[src/rtl/intr_gate_pkg.sv]
package intr_gate_pkg;

    localparam int NSRC      = 16;
    localparam int FIRST_SRC = 4;
    localparam int NMASK     = NSRC - FIRST_SRC;
    localparam int NNMI      = 4;
    localparam int ID_W      = $clog2(NSRC);

    localparam logic [7:0] ADDR_EN_LO  = 8'h3A;
    localparam logic [7:0] ADDR_EN_HI  = 8'h3B;
    localparam logic [7:0] ADDR_LAT_LO = 8'h3C;
    localparam logic [7:0] ADDR_LAT_HI = 8'h3D;

    typedef enum logic [2:0] {
        SEL_NONE,
        SEL_EN_LO,
        SEL_EN_HI,
        SEL_LAT_LO,
        SEL_LAT_HI
    } reg_sel_e;

    typedef struct packed {
        logic            req;
        logic            nmi;
        logic [ID_W-1:0] id;
    } pick_t;

    function automatic reg_sel_e decode_addr(input logic [7:0] a);
        case (a)
            ADDR_EN_LO:  return SEL_EN_LO;
            ADDR_EN_HI:  return SEL_EN_HI;
            ADDR_LAT_LO: return SEL_LAT_LO;
            ADDR_LAT_HI: return SEL_LAT_HI;
            default:     return SEL_NONE;
        endcase
    endfunction

    // index of the highest set bit, 0 when none is set
    function automatic logic [ID_W-1:0] top_bit(input logic [NSRC-1:0] v);
        logic [ID_W-1:0] r;
        r = '0;
        for (int i = 0; i < NSRC; i++) begin
            if (v[i]) r = ID_W'(i);
        end
        return r;
    endfunction

endpackage

[src/rtl/igu_latch_bank.sv]
module igu_latch_bank
    import intr_gate_pkg::*;
(
    input  logic            clk,
    input  logic            rst,
    input  logic [NSRC-1:0] set_vec,
    input  logic [NSRC-1:0] sw_clr,
    input  logic [NSRC-1:0] ack_clr,
    output logic [NSRC-1:0] lat_q
);

    for (genvar i = 0; i < NSRC; i++) begin : g_bit
        if (i < FIRST_SRC) begin : g_none
            assign lat_q[i] = 1'b0;
        end else begin : g_lat
            logic q;
            always_ff @(posedge clk) begin
                if (rst)             q <= 1'b0;
                else if (set_vec[i]) q <= 1'b1;
                else if (sw_clr[i] || ack_clr[i]) q <= 1'b0;
            end
            assign lat_q[i] = q;
        end
    end

endmodule

[src/rtl/igu_prio_pick.sv]
module igu_prio_pick
    import intr_gate_pkg::*;
(
    input  logic [NSRC-1:0] pend,
    input  logic [NNMI-1:0] nmi,
    output pick_t           pick
);

    logic [NSRC-1:0] nmi_ext;

    always_comb begin
        nmi_ext = '0;
        nmi_ext[NNMI-1:0] = nmi;
        pick.nmi = |nmi;
        pick.req = (|nmi) || (|pend);
        pick.id  = (|nmi) ? top_bit(nmi_ext) : top_bit(pend);
    end

endmodule

[src/rtl/igu_imf_ctrl.sv]
module igu_imf_ctrl #(
    parameter int DEPTH = 4
) (
    input  logic clk,
    input  logic rst,
    input  logic take,
    input  logic pop,
    input  logic clr,
    input  logic set,
    input  logic wr,
    input  logic wr_val,
    output logic imf_q,
    output logic stk_top
);

    logic [DEPTH-1:0] stk_q;

    always_ff @(posedge clk) begin
        if (rst) begin
            imf_q <= 1'b0;
            stk_q <= '0;
        end else if (take) begin
            stk_q <= {stk_q[DEPTH-2:0], imf_q};
            imf_q <= 1'b0;
        end else if (pop) begin
            imf_q <= stk_q[0];
            stk_q <= {1'b0, stk_q[DEPTH-1:1]};
        end else if (clr) begin
            imf_q <= 1'b0;
        end else if (set) begin
            imf_q <= 1'b1;
        end else if (wr) begin
            imf_q <= wr_val;
        end
    end

    assign stk_top = stk_q[0];

endmodule

[src/rtl/intr_gate_unit.sv]
module intr_gate_unit
    import intr_gate_pkg::*;
#(
    parameter int STACK_DEPTH = 4
) (
    input  logic                          clk,
    input  logic                          rst,
    input  logic [7:0]                    sfr_addr,
    input  logic                          sfr_we,
    input  logic [7:0]                    sfr_wdata,
    output logic [7:0]                    sfr_rdata,
    input  logic                          ei_strobe,
    input  logic                          di_strobe,
    input  logic [NSRC-1:FIRST_SRC]       src_req,
    input  logic [NNMI-1:0]               nmi_req,
    input  logic                          irq_ack,
    input  logic                          reti_strobe,
    output logic                          irq_req,
    output logic                          irq_nmi,
    output logic [ID_W-1:0]               irq_id
);

    reg_sel_e        sel;
    logic [NSRC-1:0] en_q;
    logic [NSRC-1:0] lat_q;
    logic [NSRC-1:0] set_vec;
    logic [NSRC-1:0] sw_clr;
    logic [NSRC-1:0] ack_clr;
    logic [NSRC-1:0] pend;
    logic            imf_q;
    logic            stk_top;
    logic            take;
    pick_t           pick;

    assign sel = decode_addr(sfr_addr);

    // enable register
    always_ff @(posedge clk) begin
        if (rst) begin
            en_q <= '0;
        end else if (sfr_we) begin
            if (sel == SEL_EN_LO) en_q[7:FIRST_SRC] <= sfr_wdata[7:FIRST_SRC];
            if (sel == SEL_EN_HI) en_q[15:8]        <= sfr_wdata;
        end
    end

    always_comb begin
        set_vec = '0;
        set_vec[NSRC-1:FIRST_SRC] = src_req;
        sw_clr = '0;
        if (sfr_we && sel == SEL_LAT_LO) sw_clr[7:FIRST_SRC] = ~sfr_wdata[7:FIRST_SRC];
        if (sfr_we && sel == SEL_LAT_HI) sw_clr[15:8]        = ~sfr_wdata;
        ack_clr = '0;
        if (take && !pick.nmi) ack_clr[pick.id] = 1'b1;
        pend = lat_q & en_q & {NSRC{imf_q}};
    end

    igu_latch_bank u_lat (
        .clk     (clk),
        .rst     (rst),
        .set_vec (set_vec),
        .sw_clr  (sw_clr),
        .ack_clr (ack_clr),
        .lat_q   (lat_q)
    );

    igu_prio_pick u_pick (
        .pend (pend),
        .nmi  (nmi_req),
        .pick (pick)
    );

    assign take = irq_ack && pick.req;

    igu_imf_ctrl #(.DEPTH(STACK_DEPTH)) u_imf (
        .clk     (clk),
        .rst     (rst),
        .take    (take),
        .pop     (reti_strobe),
        .clr     (di_strobe),
        .set     (ei_strobe),
        .wr      (sfr_we && sel == SEL_EN_LO),
        .wr_val  (sfr_wdata[0]),
        .imf_q   (imf_q),
        .stk_top (stk_top)
    );

    always_comb begin
        case (sel)
            SEL_EN_LO:  sfr_rdata = {en_q[7:FIRST_SRC], 3'b000, imf_q};
            SEL_EN_HI:  sfr_rdata = en_q[15:8];
            SEL_LAT_LO: sfr_rdata = {lat_q[7:FIRST_SRC], 4'b0000};
            SEL_LAT_HI: sfr_rdata = lat_q[15:8];
            default:    sfr_rdata = 8'h00;
        endcase
    end

    assign irq_req = pick.req;
    assign irq_nmi = pick.nmi;
    assign irq_id  = pick.id;

endmodule

[config.mk]
export PLATFORM = sky130hd
export DESIGN_NAME = intr_gate_unit
export DESIGN_NICKNAME = d
export VERILOG_FILES = /design/src/rtl/intr_gate_pkg.sv /design/src/rtl/igu_latch_bank.sv /design/src/rtl/igu_prio_pick.sv /design/src/rtl/igu_imf_ctrl.sv /design/src/rtl/intr_gate_unit.sv
export SDC_FILE = /design/constraint.sdc
export NUM_CORES = 1
export LEC_CHECK = 0
export CAP_MARGIN = 10
export CORE_ASPECT_RATIO = 0.7
export CORE_UTILIZATION = 47
export CTS_CLUSTER_SIZE = 8
export DETAILED_ROUTE_END_ITERATION = 8
export GPL_TIMING_DRIVEN = 1
export MAX_ROUTING_LAYER = met4
export PLACE_DENSITY_LB_ADDON = 0.1
export SLEW_MARGIN = 15
export SYNTH_ARGS = -nofsm -noshare
export SYNTH_HDL_FRONTEND = slang
export SYNTH_SLANG_ARGS = --single-unit
[constraint.sdc]
create_clock -name clk -period 2.5 [get_ports clk]
set_input_delay 0.25 -clock clk [delete_from_list [all_inputs] [get_ports clk]]
set_output_delay 0.25 -clock clk [all_outputs]
set_load 0.01 [all_outputs]
# Yosys cells after proc, flatten, opt, wreduce, memory -nomap -nowiden
# Index checks and enable logic that the tools add are counted.
dict set report op_classes {
  order_cmp 2
  eq_ne 8
  mux 56
  n_bitwise 4
  reduce_logical 39
}
# op n
set op_table {}
lappend op_table {{4-bit two-way mux} 12}
lappend op_table {{16-bit bitwise AND} 2}
lappend op_table {{8-bit by 6-bit == test with 1-bit output (second input constant)} 4}
lappend op_table {{8-bit one-hot mux with 4 select lines} 1}
lappend op_table {{1-bit two-way mux} 31}
lappend op_table {{2-bit nonzero test} 13}
lappend op_table {{16-bit two-way mux} 1}
lappend op_table {{16-bit OR reduction} 1}
lappend op_table {{1-bit logical OR} 13}
lappend op_table {{3-bit two-way mux} 4}
lappend op_table {{3-bit one-hot mux with 4 select lines} 1}
lappend op_table {{2-bit two-way mux} 4}
lappend op_table {{8-bit two-way mux} 1}
lappend op_table {{8-bit NOT} 1}
lappend op_table {{3-bit by 2-bit == test with 1-bit output (second input constant)} 2}
lappend op_table {{1-bit logical AND} 6}
lappend op_table {{4-bit by 5-bit less-than comparator with 1-bit output (second input constant)} 1}
lappend op_table {{1-bit demux with 4-bit select} 1}
lappend op_table {{4-bit by 1-bit >= comparator with 1-bit output (second input constant)} 1}
lappend op_table {{4-bit NOT} 1}
lappend op_table {{2-bit AND reduction} 2}
lappend op_table {{4-bit nonzero test} 1}
lappend op_table {{4-bit OR reduction} 1}
lappend op_table {{3-bit by 1-bit == test with 1-bit output (second input constant)} 1}
lappend op_table {{3 further kinds} 3}
dict set report totals {
  regBits 29
  out_inout_bits 14
  word_cells 125
}

# Depth between registers and ports, before layout
dict set report logic_depth {
  depth_word 26
  depth_mapped 7
  depth_no_buf 6
}

# Modules after synthesis
# Synthesis repeated with hierarchy kept, for this count alone.
dict set report unflattened {
  hier_cells 263
  hier_area_um2 2077.0
}
# mod n_inst cells_each area_per_inst_um2
set modules_own_cells {}
lappend modules_own_cells {intr_gate_unit 1 136 1026.0}
lappend modules_own_cells {igu_latch_bank 1 66 579.3}
lappend modules_own_cells {igu_imf_ctrl 1 24 251.5}
lappend modules_own_cells {igu_prio_pick 1 37 220.2}

# Worst setup path before layout
# Ideal clock, no wire load.
dict set report synth_timing {
  path_type {reg2reg}
  from {register u_imf.imf_q}
  to {register u_lat.g_bit[4].g_lat.q}
  t_arrival_ns 1.749
  required_time_ns 2.375
  path_slack_ns 0.626
  stages_incl_launch_ff 8
  n_path_buf 1
  period_less_slack_ns 1.874
  path_cell_list {dfxtp_1 -> clkbuf_1 -> and4b_1 -> a211oi_1 -> o21bai_1 -> a21oi_2 -> inv_1 -> o41a_1}
}
dict set report synth_via {
  elab_chain_cells 24
}
# item line
set synth_rtl {}
lappend synth_rtl {{from (decl)} igu_imf_ctrl.sv:12} ;# output logic imf_q,
lappend synth_rtl {{from (signal assigned)} igu_imf_ctrl.sv:26} ;# imf_q <= stk_q[0];
lappend synth_rtl {{from (signal assigned)} igu_imf_ctrl.sv:33} ;# imf_q <= wr_val;
lappend synth_rtl {{16-bit bitwise AND (*)} intr_gate_unit.sv:55} ;# pend = lat_q & en_q & {NSRC{imf_q}};
lappend synth_rtl {{1-bit two-way mux} intr_gate_pkg.sv:43} ;# if (v[i]) r = ID_W'(i);
lappend synth_rtl {{2-bit two-way mux (2 in series)} intr_gate_pkg.sv:43}
lappend synth_rtl {{3-bit two-way mux (4 in series)} intr_gate_pkg.sv:43}
lappend synth_rtl {{4-bit two-way mux (7 in series)} intr_gate_pkg.sv:43}
lappend synth_rtl {{4-bit two-way mux (*)} intr_gate_pkg.sv:43}
lappend synth_rtl {{4-bit two-way mux (*)} igu_prio_pick.sv:16} ;# pick.id = (|nmi) ? top_bit(nmi_ext) : top_bit(pend);
lappend synth_rtl {{net irq_id[0]} intr_gate_unit.sv:20} ;# output logic [ID_W-1:0] irq_id
lappend synth_rtl {{4-bit by 5-bit less-than comparator with 1-bit output (implied by the code) or 4-bit by 1-bit >= comparator with 1-bit output (tied branches)} intr_gate_unit.sv:54} ;# if (take && !pick.nmi) ack_clr[pick.id] = 1'b1;
lappend synth_rtl {{1-bit logical AND (implied by the code)} intr_gate_unit.sv:54}
lappend synth_rtl {{1-bit two-way mux (implied by the code)} intr_gate_unit.sv:54}
lappend synth_rtl {{1-bit demux with 4-bit select (*)} intr_gate_unit.sv:54}
lappend synth_rtl {{16-bit two-way mux (*)} intr_gate_unit.sv:54}
lappend synth_rtl {{1-bit logical OR (*)} igu_latch_bank.sv:20} ;# else if (sw_clr[i] || ack_clr[i]) q <= 1'b0;
lappend synth_rtl {{2-bit nonzero test (no source line) (*)} --}
lappend synth_rtl {{to (signal assigned)} igu_latch_bank.sv:18} ;# if (rst) q <= 1'b0;
lappend synth_rtl {{to (signal assigned)} igu_latch_bank.sv:19} ;# else if (set_vec[i]) q <= 1'b1;
lappend synth_rtl {{to (signal assigned)} igu_latch_bank.sv:20}
lappend synth_rtl {{to (decl)} igu_latch_bank.sv:16} ;# logic q;
# The timed path passes the listed nets; every way through them passes the cells marked *.
# A chain may end at the register's enable or synchronous reset.

# Worst setup path after layout
dict set report layout_timing {
  from {input port sfr_addr[7]}
  to {output port sfr_rdata[0]}
}
dict set report layout_via {
  elab_chain_cells 4
}
# item line
set layout_rtl {}
lappend layout_rtl {{from (decl)} intr_gate_unit.sv:8} ;# input logic [7:0] sfr_addr,
lappend layout_rtl {{8-bit by 6-bit == test with 1-bit output} intr_gate_pkg.sv:29} ;# case (a)
lappend layout_rtl {{3-bit one-hot mux with 4 select lines (*)} intr_gate_pkg.sv:29}
lappend layout_rtl {{3-bit == test (tied with other cells)} intr_gate_unit.sv:89} ;# case (sel)
lappend layout_rtl {{8-bit one-hot mux with 4 select lines (*)} intr_gate_unit.sv:89}
lappend layout_rtl {{to (decl)} intr_gate_unit.sv:11} ;# output logic [7:0] sfr_rdata,
# Mark *: on every way between the ends. The rest lies on a longest branch, timed or not.

==> results by group <==
Outcome
  – Status: finished clean

Die
  – Placement Rows: 17
  – Core Area: 3318 µm²
  – Die X-Extent: between 70 and 80 µm
  – IO Pins: 53
  – Die ar.: 3918 µm²
  – Die height: between 50 and 60 µm
  – Initial cell density of the core: 51.96%

Drt
  – DRC: 0
  – Met3 WL: 532 µm
  – Routed WL: 5270 µm
  – Total iterations of the first detailed-routing run: 5
  – Met2 wire length: between 2000 and 2500 µm
  – Vias: between 1500 and 2000
  – Met1 WL: roughly 2400 µm
  – Vias/cell: ~6
  – DR top layer: met4
  – Initial DRC Count: between 150 and 200
  – Drt wl/cell: 15.83 µm
  – Antenna Violating Nets Remaining: 0

Cells and area
  – Post-route cell area: 2479 µm²
  – Final Non-Filler Cells: 333
  – Antenna cells: 0
  – Syn-to-layout area delta: 43.76%
  – Layout cells sized above 1: 11.19%
  – Final net count: about 320

Power
  – Power per cell area: 431.6 nW/µm²
  – Static Leakage: 0.0008924 µW
  – VDD IR max: 0.4115 mV

Critical path
  – Worst EP required: 2.25 ns
  – Worst Path Arrival: 2.15 ns
  – Crit Path Class: input pin to primary output
  – CP startpoint kind: input pin
  – Crit Path Max Fanout: 7
  – Worst Setup End Kind: primary output

Logic synthesis
  – Seq cells post-synth: 29
  – EDFF count, synth: 0
  – Ys async rst share: 0%
  – Seq/Total Area, Yosys: 33.67%
  – Syn Inst Count: around 220
  – Netlist cell types: 43
  – Top_reg_cell synth: dfxtp_1
  – Mapped cell area: 1724 µm²
  – Ys Warns: 0
  – Syn Area/Cell: 7.802 µm²
  – Post-Syn Nets: 260

Placement
  – Dpl hpwl: roughly 4000 µm
  – RePlAce Congestion: 0.9031
  – DP Cell Count: 325
  – Port Buffer Count: 52
  – Area of placed instances: approximately 2400 µm²

Clock network
  – Clock Root Buffer: clkbuf_8
  – Worst-path clk slew: 0.07 ns
  – Hold Buf Count CTS: 0
  – Max Root-Sink Buffers: 2
  – Clk_lat worst skew: 0.29 ns
  – H-tree depth: 2
  – CTS tree: built
  – CTS sink count: 29
  – CTS Buf Count: 5

STA
  – Setup violators final: 0
  – Period Utilization, post-route: 96.11%
  – Clock Skew: 0.009426 ns
  – Worst slew pin tran: around 0.87 ns
  – Final slew viol count: 0
  – Hold Fails Final Rpt: 0
  – Rel. slew slack: 42.07%
  – Minimum clock period: 2.403 ns
  – Highest clock rate: 416.2 MHz

Job
  – Maxcap violations: 0

Min path
  – HP Class: flip-flop to flip-flop

GRT
  – Initial antenna violation count: 0
  – First-pass GRT wire length: 8576 µm
  – GRT overflow: 0
  – Largest net degree at the start of global routing: 23
  – Vias in the first global route: 1793
  – GRT Total Usage: just over 30%
[layer usage]
layer | vias up | global-route usage [%]
met2 | 105 | 45.20
li1 | 962 | -
met5 | - | -
met1 | 924 | 41.29
met4 | 0 | 10.69
met3 | 8 | 7.885
[worst max-delay path: stages]
cell             delay (ns)
clkdlybuf4s50_1        0.40
and4bb_2               0.35
nand3_1                0.10
nor2_2                 0.16
buf_4                  0.17
a22oi_1                0.09
nand2_1                0.09
clkdlybuf4s50_1        0.54
[synthesized netlist by cell type, types with 2 or more instances]
master / count / area (µm²)
a211oi_1: 4 / 30.03
a21boi_1: 2 / 15.01
a21oi_1: 22 / 110.1
a221oi_1: 4 / 35.03
a22o_1: 7 / 61.31
a22oi_1: 11 / 82.58
a32oi_1: 2 / 17.52
and4b_1: 3 / 30.03
clkbuf_1: 8 / 30.03
dfxtp_1: 29 / 580.6
inv_1: 13 / 48.80
mux2i_1: 3 / 30.03
nand2_1: 30 / 112.6
nand2b_1: 3 / 18.77
nand3_1: 17 / 85.08
nand4_1: 2 / 12.51
nor2_1: 11 / 41.29
nor3_1: 5 / 25.02
o21a_1: 2 / 15.01
o21ai_0: 14 / 70.07
o31a_1: 2 / 17.52
o41a_1: 6 / 67.56
[timing repair]
item	CTS	global route
setup buffers	0	0
setup endpoints to repair	0	6
resized for setup	0	2
[final timing paths]
check        slack (ns)                         from                             endpoint  depth (start not counted)
max                 0.1                  sfr_addr[7]                         sfr_rdata[0]                          8
min                0.48  u_imf.stk_q[0]$_SDFFE_PP0P_             u_imf.imf_q$_SDFFE_PP0P_                          2
max reg2reg        0.51     u_imf.imf_q$_SDFFE_PP0P_  u_lat.g_bit[4].g_lat.q$_SDFFE_PP0P_                          7
min reg2reg        0.48  u_imf.stk_q[0]$_SDFFE_PP0P_             u_imf.imf_q$_SDFFE_PP0P_                          2
[sequential cells by signal (all words and copies together), names as in the netlist]
signal / cells
u_lat.g_bit.g_lat.q: 12
u_imf.stk_q: 4
u_imf.imf_q: 1
en_q: 12
[placed cells by master, fill, tap and decap left out, types with 10 or more instances in the layout]
master	n
a22oi_1	11
nor2_1	10
dfxtp_1	29
o21ai_0	14
nand2_1	30
inv_1	13
a21oi_1	22
buf_4	13
clkdlybuf4s50_1	51
nand3_1	17
[metrics by stage]
stage / TNS, ns / worst slack [ns] / power [µW] / hold WS (ns) / utilization (%)
2_1_floorplan: 0 / 0.6256 / 569.8 / 0.3861 / -
3_3_place_gp: 0 / 0.05509 / 679.7 / 0.4688 / 71.95
3_5_place_dp: 0 / 0.07155 / 681.7 / 0.4661 / 71.95
4_1_cts: 0 / 0.05485 / 1063 / 0.4828 / 74.55
5_1_grt: -0.008831 / -0.008831 / 1105 / 0.5117 / 74.70
6_report: 0 / 0.09734 / 1070 / 0.4817 / 74.70
[logic make-up (layout without fill, tap and decap cells)]
kind of cell           after synthesis  after routing  synth area share, %
buffers and inverters               24             89                5.225
muxes                                3              3                1.742
and+or+nand+nor                     82             82                24.89
DFF                                 29             29                33.67
AOI/OAI and AO/OA                   83             83                34.47
[final cells by class]
cell class,count,area [µm²]
multi-input cells,168,1056
fillers,293,839.6
repair buffers,66,640.6
flip-flops and latches,29,580.6
clock buffers,5,68.82
well taps,47,58.81
inverters,15,56.30
clock inverters,3,17.52
[power by group]
group	switching, µW	total (µW)	leakage (µW)	internal (µW)
clock	203	395	0.0000439	192
sequential	21.3	502	0.000238	480
combinational	74.1	173	0.000610	98.6
Note: power is estimated with default switching activity, not from simulation.
